File: config.mk
export PLATFORM = sky130hd
export DESIGN_NAME = pmul_unit
export DESIGN_NICKNAME = d
export VERILOG_FILES = /design/src/rtl/pmul_pkg.sv /design/src/rtl/pmul_lane_mul.sv /design/src/rtl/pmul_pack.sv /design/src/rtl/pmul_unit.sv
export SDC_FILE = /design/constraint.sdc
export NUM_CORES = 2
export LEC_CHECK = 0
export ABC_AREA = 1
export BUFFER_PORTS_ARGS = -buffer_cell sky130_fd_sc_hd__buf_2
export CAP_MARGIN = 5
export CORE_ASPECT_RATIO = 0.9
export CORE_MARGIN = 1.5
export CORE_UTILIZATION = 40
export CTS_BUF_LIST = sky130_fd_sc_hd__clkbuf_4
export DETAILED_ROUTE_END_ITERATION = 6
export GPL_TIMING_DRIVEN = 0
export SKIP_CTS_REPAIR_TIMING = 1
export SLEW_MARGIN = 20
export SYNTH_ARGS = -nofsm -noshare
export SYNTH_HDL_FRONTEND = slang
export SYNTH_SLANG_ARGS = --single-unit
export TNS_END_PERCENT = 5
File: constraint.sdc
create_clock -name clk -period 5.5 [get_ports clk]
set_clock_uncertainty 0.1 [all_clocks]
set_input_delay 0.55 -clock clk [delete_from_list [all_inputs] [get_ports clk]]
set_output_delay 0.55 -clock clk [all_outputs]
set_load 0.05 [all_outputs]
File: src/rtl/pmul_pkg.sv
package pmul_pkg;

  typedef enum logic [1:0] {
    PM_HI   = 2'b00,
    PM_LO   = 2'b01,
    PM_MADD = 2'b10,
    PM_RSVD = 2'b11
  } pm_op_e;

endpackage

File: src/rtl/pmul_lane_mul.sv
// One lane: registered full-width signed product of two LW-bit values.
module pmul_lane_mul #(
  parameter int LW = 16
) (
  input  logic            clk,
  input  logic            rst_n,
  input  logic            en,
  input  logic [LW-1:0]   a,
  input  logic [LW-1:0]   b,
  output logic [2*LW-1:0] prod
);

  localparam int PW = 2 * LW;

  logic [PW-1:0] a_ext;
  logic [PW-1:0] b_ext;
  logic [PW-1:0] prod_d;

  // The low PW bits of the product of sign-extended values equal the signed product.
  always_comb begin
    a_ext  = {{LW{a[LW-1]}}, a};
    b_ext  = {{LW{b[LW-1]}}, b};
    prod_d = a_ext * b_ext;
  end

  always_ff @(posedge clk or negedge rst_n) begin
    if (!rst_n) begin
      prod <= '0;
    end else if (en) begin
      prod <= prod_d;
    end
  end

endmodule

File: src/rtl/pmul_pack.sv
// Combinational result formatting from the lane products.
module pmul_pack #(
  parameter int LANES = 4,
  parameter int LW    = 16
) (
  input  logic [1:0]              op,
  input  logic [LANES*2*LW-1:0]   prods,
  output logic [LANES*LW-1:0]     result
);
  import pmul_pkg::*;

  localparam int PW    = 2 * LW;
  localparam int DW    = LANES * LW;
  localparam int PAIRS = LANES / 2;

  logic [DW-1:0] hi_vec;
  logic [DW-1:0] lo_vec;
  logic [DW-1:0] madd_vec;

  for (genvar i = 0; i < LANES; i++) begin : g_half
    assign hi_vec[i*LW +: LW] = prods[i*PW + LW +: LW];
    assign lo_vec[i*LW +: LW] = prods[i*PW +: LW];
  end

  for (genvar k = 0; k < PAIRS; k++) begin : g_pair
    assign madd_vec[k*PW +: PW] = prods[(2*k)*PW +: PW] + prods[(2*k+1)*PW +: PW];
  end

  always_comb begin
    unique case (pm_op_e'(op))
      PM_HI:   result = hi_vec;
      PM_LO:   result = lo_vec;
      PM_MADD: result = madd_vec;
      default: result = '0;
    endcase
  end

endmodule

File: src/rtl/pmul_unit.sv
// Three-stage packed multiplier: operand register, product register, result register.
module pmul_unit #(
  parameter int LANES = 4,
  parameter int LW    = 16
) (
  input  logic                clk,
  input  logic                rst_n,
  input  logic                in_valid,
  input  logic [1:0]          in_op,
  input  logic [LANES*LW-1:0] in_a,
  input  logic [LANES*LW-1:0] in_b,
  output logic                out_valid,
  output logic [LANES*LW-1:0] out_result
);

  localparam int DW = LANES * LW;
  localparam int PW = 2 * LW;

  // Stage 1: operands
  logic          s1_valid, s1_valid_d;
  logic [1:0]    s1_op,    s1_op_d;
  logic [DW-1:0] s1_a,     s1_a_d;
  logic [DW-1:0] s1_b,     s1_b_d;

  // Stage 2: products
  logic                s2_valid, s2_valid_d;
  logic [1:0]          s2_op,    s2_op_d;
  logic [LANES*PW-1:0] s2_prods;

  // Stage 3: result
  logic          s3_valid_d;
  logic [DW-1:0] s3_result_d;
  logic [DW-1:0] fmt_result;

  // Stage 1 next state
  always_comb begin
    s1_valid_d = in_valid;
    s1_op_d    = s1_op;
    s1_a_d     = s1_a;
    s1_b_d     = s1_b;
    if (in_valid) begin
      s1_op_d = in_op;
      s1_a_d  = in_a;
      s1_b_d  = in_b;
    end
  end

  always_ff @(posedge clk or negedge rst_n) begin
    if (!rst_n) begin
      s1_valid <= 1'b0;
      s1_op    <= '0;
      s1_a     <= '0;
      s1_b     <= '0;
    end else begin
      s1_valid <= s1_valid_d;
      s1_op    <= s1_op_d;
      s1_a     <= s1_a_d;
      s1_b     <= s1_b_d;
    end
  end

  // Stage 2: lane multipliers, enabled only for a live operation
  for (genvar i = 0; i < LANES; i++) begin : g_lane
    pmul_lane_mul #(.LW(LW)) u_mul (
      .clk  (clk),
      .rst_n(rst_n),
      .en   (s1_valid),
      .a    (s1_a[i*LW +: LW]),
      .b    (s1_b[i*LW +: LW]),
      .prod (s2_prods[i*PW +: PW])
    );
  end

  always_comb begin
    s2_valid_d = s1_valid;
    s2_op_d    = s1_valid ? s1_op : s2_op;
  end

  always_ff @(posedge clk or negedge rst_n) begin
    if (!rst_n) begin
      s2_valid <= 1'b0;
      s2_op    <= '0;
    end else begin
      s2_valid <= s2_valid_d;
      s2_op    <= s2_op_d;
    end
  end

  // Stage 3: format and hold
  pmul_pack #(.LANES(LANES), .LW(LW)) u_pack (
    .op    (s2_op),
    .prods (s2_prods),
    .result(fmt_result)
  );

  always_comb begin
    s3_valid_d  = s2_valid;
    s3_result_d = s2_valid ? fmt_result : out_result;
  end

  always_ff @(posedge clk or negedge rst_n) begin
    if (!rst_n) begin
      out_valid  <= 1'b0;
      out_result <= '0;
    end else begin
      out_valid  <= s3_valid_d;
      out_result <= s3_result_d;
    end
  end

endmodule

## Yosys cells after proc, flatten, opt, wreduce, memory -nomap -nowiden

Cells that the tools add are included.

- Bits in registers: 327
- Input port bits: 133
- Output and inout bits: 65
- Word-level logic and storage cells: 22

- Add/sub/neg operators: 2
- Multiply operators: 4
- Equality and inequality tests: 2
- Multiplexer cells: 1
- Reduce and logical (&&, ||, !) cells: 1

Operators with widths:

| operator | number |
|---|---|
| $pmux 64 s3 | 1 |
| $mul 16x16->32 | 4 |
| $add 32x32->32 | 2 |
| $eq 2x1->1 const B | 1 |
| $eq 2x2->1 const B | 1 |
| $logic_not 2->1 | 1 |

## Logic depth before layout (Yosys ltp)

- Word-level depth: 2
- Mapped depth: 27
- Depth with buffers taken out: 25

## Cells and area by module

Synthesis repeated with hierarchy kept, for this count alone.

- Cell total of the unflattened synthesis: 8,554
- Area total of the unflattened synthesis: 61,569.0 um^2

By module, submodules not included:

| module | instances | cells each | area each (um^2) | sequential area each (um^2) |
|---|---|---|---|---|
| pmul_lane_mul (g_lane[1].u_mul ...) | 2 | 1,596 | 11,947.7 | 800.8 |
| pmul_lane_mul (g_lane[0].u_mul) | 1 | 1,649 | 12,200.5 | 800.8 |
| pmul_lane_mul (g_lane[3].u_mul) | 1 | 1,599 | 11,984.0 | 800.8 |
| pmul_unit | 1 | 832 | 7,460.9 | 4,979.8 |
| pmul_pack | 1 | 1,282 | 6,028.3 | 0.0 |

## Worst setup path before layout

No wires, ideal clock.

- Kind: register to register
- Start point: register s1_a[15]
- End point: register g_lane[0].u_mul.prod[31]
- Library setup time: 0.117 ns
- Arrival time: 5.567 ns
- Data required time: 5.283 ns
- Slack: -0.285 ns
- Stages on the path, launching flop included: 25
- Path buffers: 2
- Clock period less this slack: 5.785 ns
- Path through: dfrtp_1 > clkbuf_1 > clkbuf_1 > nand2_1 > inv_1 > fa_1 > fa_1 > inv_1 > fa_1 > inv_1 > fa_1 > inv_1 > fa_1 > inv_1 > fa_1 > ha_1 > inv_1 > nor3_1 > nand2_1 > nor3_1 > nand2_1 > nand3b_1 > nand3_1 > nand3_1 > nand2_1

- Longest elaborated chain between the ends: 1

RTL lines:

| what | RTL line | RTL |
|---|---|---|
| from (decl) | pmul_unit.sv:22 | `logic [DW-1:0] s1_a, s1_a_d;` |
| from (signal assigned) | pmul_unit.sv:52 | `s1_a <= '0;` |
| from (signal assigned) | pmul_unit.sv:57 | `s1_a <= s1_a_d;` |
| $mul 16x16->32 | pmul_lane_mul.sv:23 | `prod_d = a_ext * b_ext;` |
| to (signal assigned) | pmul_lane_mul.sv:30 | `prod <= prod_d;` |
| to (decl) | pmul_lane_mul.sv:10 | `output logic [2*LW-1:0] prod` |

Every way passes these cells.
A chain may end at the register's enable or synchronous reset.

## Final worst setup path

- Start point: register s1_a[31]
- End point: register g_lane[1].u_mul.prod[27]

- Longest elaborated chain between the ends: 1

RTL lines:

| what | RTL line |
|---|---|
| $mul 16x16->32 | pmul_lane_mul.sv:23 |
| to (signal assigned) | pmul_lane_mul.sv:30 |
| to (decl) | pmul_lane_mul.sv:10 |

Every way passes these cells.

==> summary.md <==
| Metric | Value |
|---|---|
| Row Count | 134 |
| Synthesized Nets | 9462 |
| Vias in the first global route | 51600 |
| Commonest non-fill, non-tap cells in the layout | 2167 x nand2_1, 2059 x inv_1, 1020 x fa_1 |
| Slew margin rel. | 26.3% |
| Cell Area, Synth | 0.0601 sq mm |
| Minimum clock period | 5870 ps |
| Drt total wl | 209000 um |
| Final antenna-violating net count | 0 |
| # IOs | 198 |
| Die Wd | 412 um |
| WHS | 101 ps |
| Initial Util | 40.4% |
| CP required | 6320 ps |
| GRT Total Usage | 27.3% |
| Clock root buffer master | clkbuf_4 |
| Fmax | 0.170 GHz |
| Status | finished, violations left |
| Fill cell count | 14900 |
| CP startpoint kind | register |
| Core area | 0.149 sq mm |
| Crit path max fanout | 8 |
| Yosys cell types | 44 |
| Yosys warns | 0 |
| Max incr delay on CP | 640 ps |
| Final Cycle Share | 107% |
| Max Cap Viol | 0 |
| Pin count of the biggest net entering global routing | 97 |
| Clock sink total | 327 |
| Htree depth | 3 |
| Fin. Hold Viols | 0 |
| Worst-margin pin slew | 1110 ps |
| Total CTS buffers | 101 |
| Hold Path Class | in -> reg |
| Main synth FF type | dfrtp_1 |
| Setup TNS | -12230 ps |
| Skew-Pair Late Insertion Delay | 1120 ps |
| Avg Cell Area, Syn | 7.62 sq um |
| Layout Cells excl Fill | 10500 |
| Mapped Cells | 7889 |
| Crit-path cells | buf_12, nand2_1, inv_1, fa_2, fa_2, buf_4, fa_1, fa_1, fa_1, fa_1, ha_2, a21oi_1, o21ai_0, a21oi_1, nand4_1, nand3_4, o21ai_0 |
| Sequential standard cell area | 0.00833 sq mm |
| Asr flop ratio synth | 100% |
| DP Worst Slack | -1540 ps |
| Synth-to-layout area growth | 16.8% |
| Via count | 52700 |
| Clock slew at reported path FFs | 70 ps |
| Starting DRT DRC Count | 4921 |
| Violated checks | negative setup slack |
| Arrival time at the worst endpoint | 6680 ps |
| Most common cell after layout, fill and taps aside | nand2_1 |
| DRC | 0 |
| Wire per inst | 19.9 um |
| Drt first pass iters | 6 |
| Final Max Slew Viols | 0 |
| Routability congestion estimate | 0.990 |
| Detailed placement HPWL | 174000 um |
| Global-route wire length before repair | 313000 um |
| Critical path's most frequent cell | fa_1 |
| CP max-delay cell | fa_2 |
| Congestion Overflow GR | 0 |
| RSZ-0062 raised after global routing | true |
| TritonCTS clock tree | built |
| Initial antenna violation count | 7 |
| Placed cells | 10100 |
| Die Area | 0.153 sq mm |
| CP endpoint kind | register |
| Layout cells sized above 1 | 16.5% |
| EDFF count, synth | 0 |
| Yosys reg bits | 327 |
| Area occupied by multi-input gates | 0.0446 sq mm |
| Final nets | 9993 |
| Seq/Total Area, Yosys | 13.6% |
| WS Path Type | reg -> reg |
| DIE HEIGHT | 371 um |
| Vias per inst | 5.04 |
| CTS max path bufs | 3 |
| IO Port Bufs | 197 |
| Worst setup margin | -367 ps |
| Final setup viols | 69 |
-- metrics by stage --
stage | cell area (sq um) | util, %
after floorplan | 60100 | -
after detailed placement | 63800 | 42.9
after CTS | 65000 | 43.7
final | 70200 | 47.2
after global placement | 63600 | 42.8
after global routing | 70200 | 47.2
-- worst max-delay path: cells and delay by family, from the launching register on --
family	cells	cell delay (ps)
flip-flops	1	470
adder cells (fa/ha/maj)	7	3510
AO/OA/AOI/OAI	4	780
buffers and inverters	3	410
AND/OR/NAND/NOR	3	470
-- Yosys cell counts (29+ instances only) --
cell type  instances  area (sq um)
nand2_1         2228          8360
inv_1           2094          7860
fa_1            1050         21000
ha_1             390          4880
dfrtp_1          327          8180
clkbuf_1         293          1100
nand3_1          264          1320
nor2_1           250           938
o21ai_0          217          1090
a21oi_1          199           996
mux2_2           105          1180
nand4_1           69           432
xnor2_1           53           464
o21bai_1          43           323
nor3_1            39           195
buf_2             29           145
nand2_2           29           181
-- worst paths after layout --
kind	startpoint	end	slack (ps)	depth (start not counted)
max	s1_a[31]$_DFFE_PN0P_	g_lane[1].u_mul.prod[27]$_DFFE_PN0P_	-370	17
min	in_a[3]	s1_a[3]$_DFFE_PN0P_	100	3
max reg2reg	s1_a[31]$_DFFE_PN0P_	g_lane[1].u_mul.prod[27]$_DFFE_PN0P_	-370	17
min reg2reg	s2_valid$_DFF_PN0_	out_valid$_DFF_PN0_	340	0
max in group asynchronous	rst_n	s1_b[17]$_DFFE_PN0P_	3510	6
min in group asynchronous	rst_n	s1_b[2]$_DFFE_PN0P_	470	4
-- metal layers --
layer / vias up / global-route usage, % / wire length [um]
met5: - / 0 / 37
met1: 26200 / 41.0 / 95900
met3: 280 / 6.08 / 20700
met4: 6 / 7.29 / 5770
li1: 24200 / - / -
met2: 2078 / 39.1 / 86300
-- registers in the layout, summed over array words and instances (netlist names) --
signal             cells
g_lane.u_mul.prod    128
out_result            64
out_valid              1
s1_a                  64
s1_b                  64
s1_op                  2
s1_valid               1
s2_op                  2
s2_valid               1
-- kinds of logic (layout without fill, tap and decap cells) --
kind of cell    Yosys count  count (layout)  share of synthesized area (%)
mux                     105             105                           1.97
fa+ha+maj              1440            1440                           43.1
xor+xnor                 66              66                          0.962
simple gates           2956            2956                           20.0
other cells               0               6                              0
flops                   327             327                           13.6
compound gates          558             558                           5.11
buf+inv                2437            3041                           15.3
-- final cells by class --
cell class / count / area share, %
Clock buffer: 137 / 1.46
Tap cell: 1972 / 3.51
Clock inverter: 39 / 0.347
Buffer: 210 / 2.09
Antenna cell: 6 / 0.0214
Timing Repair Buffer: 544 / 5.92
Inverter: 2111 / 11.3
Sequential cell: 327 / 11.9
Multi-Input combinational cell: 5125 / 63.5
Power is not shown: default switching activity piles up to over one toggle a cycle in this logic, so the estimate is an artifact.
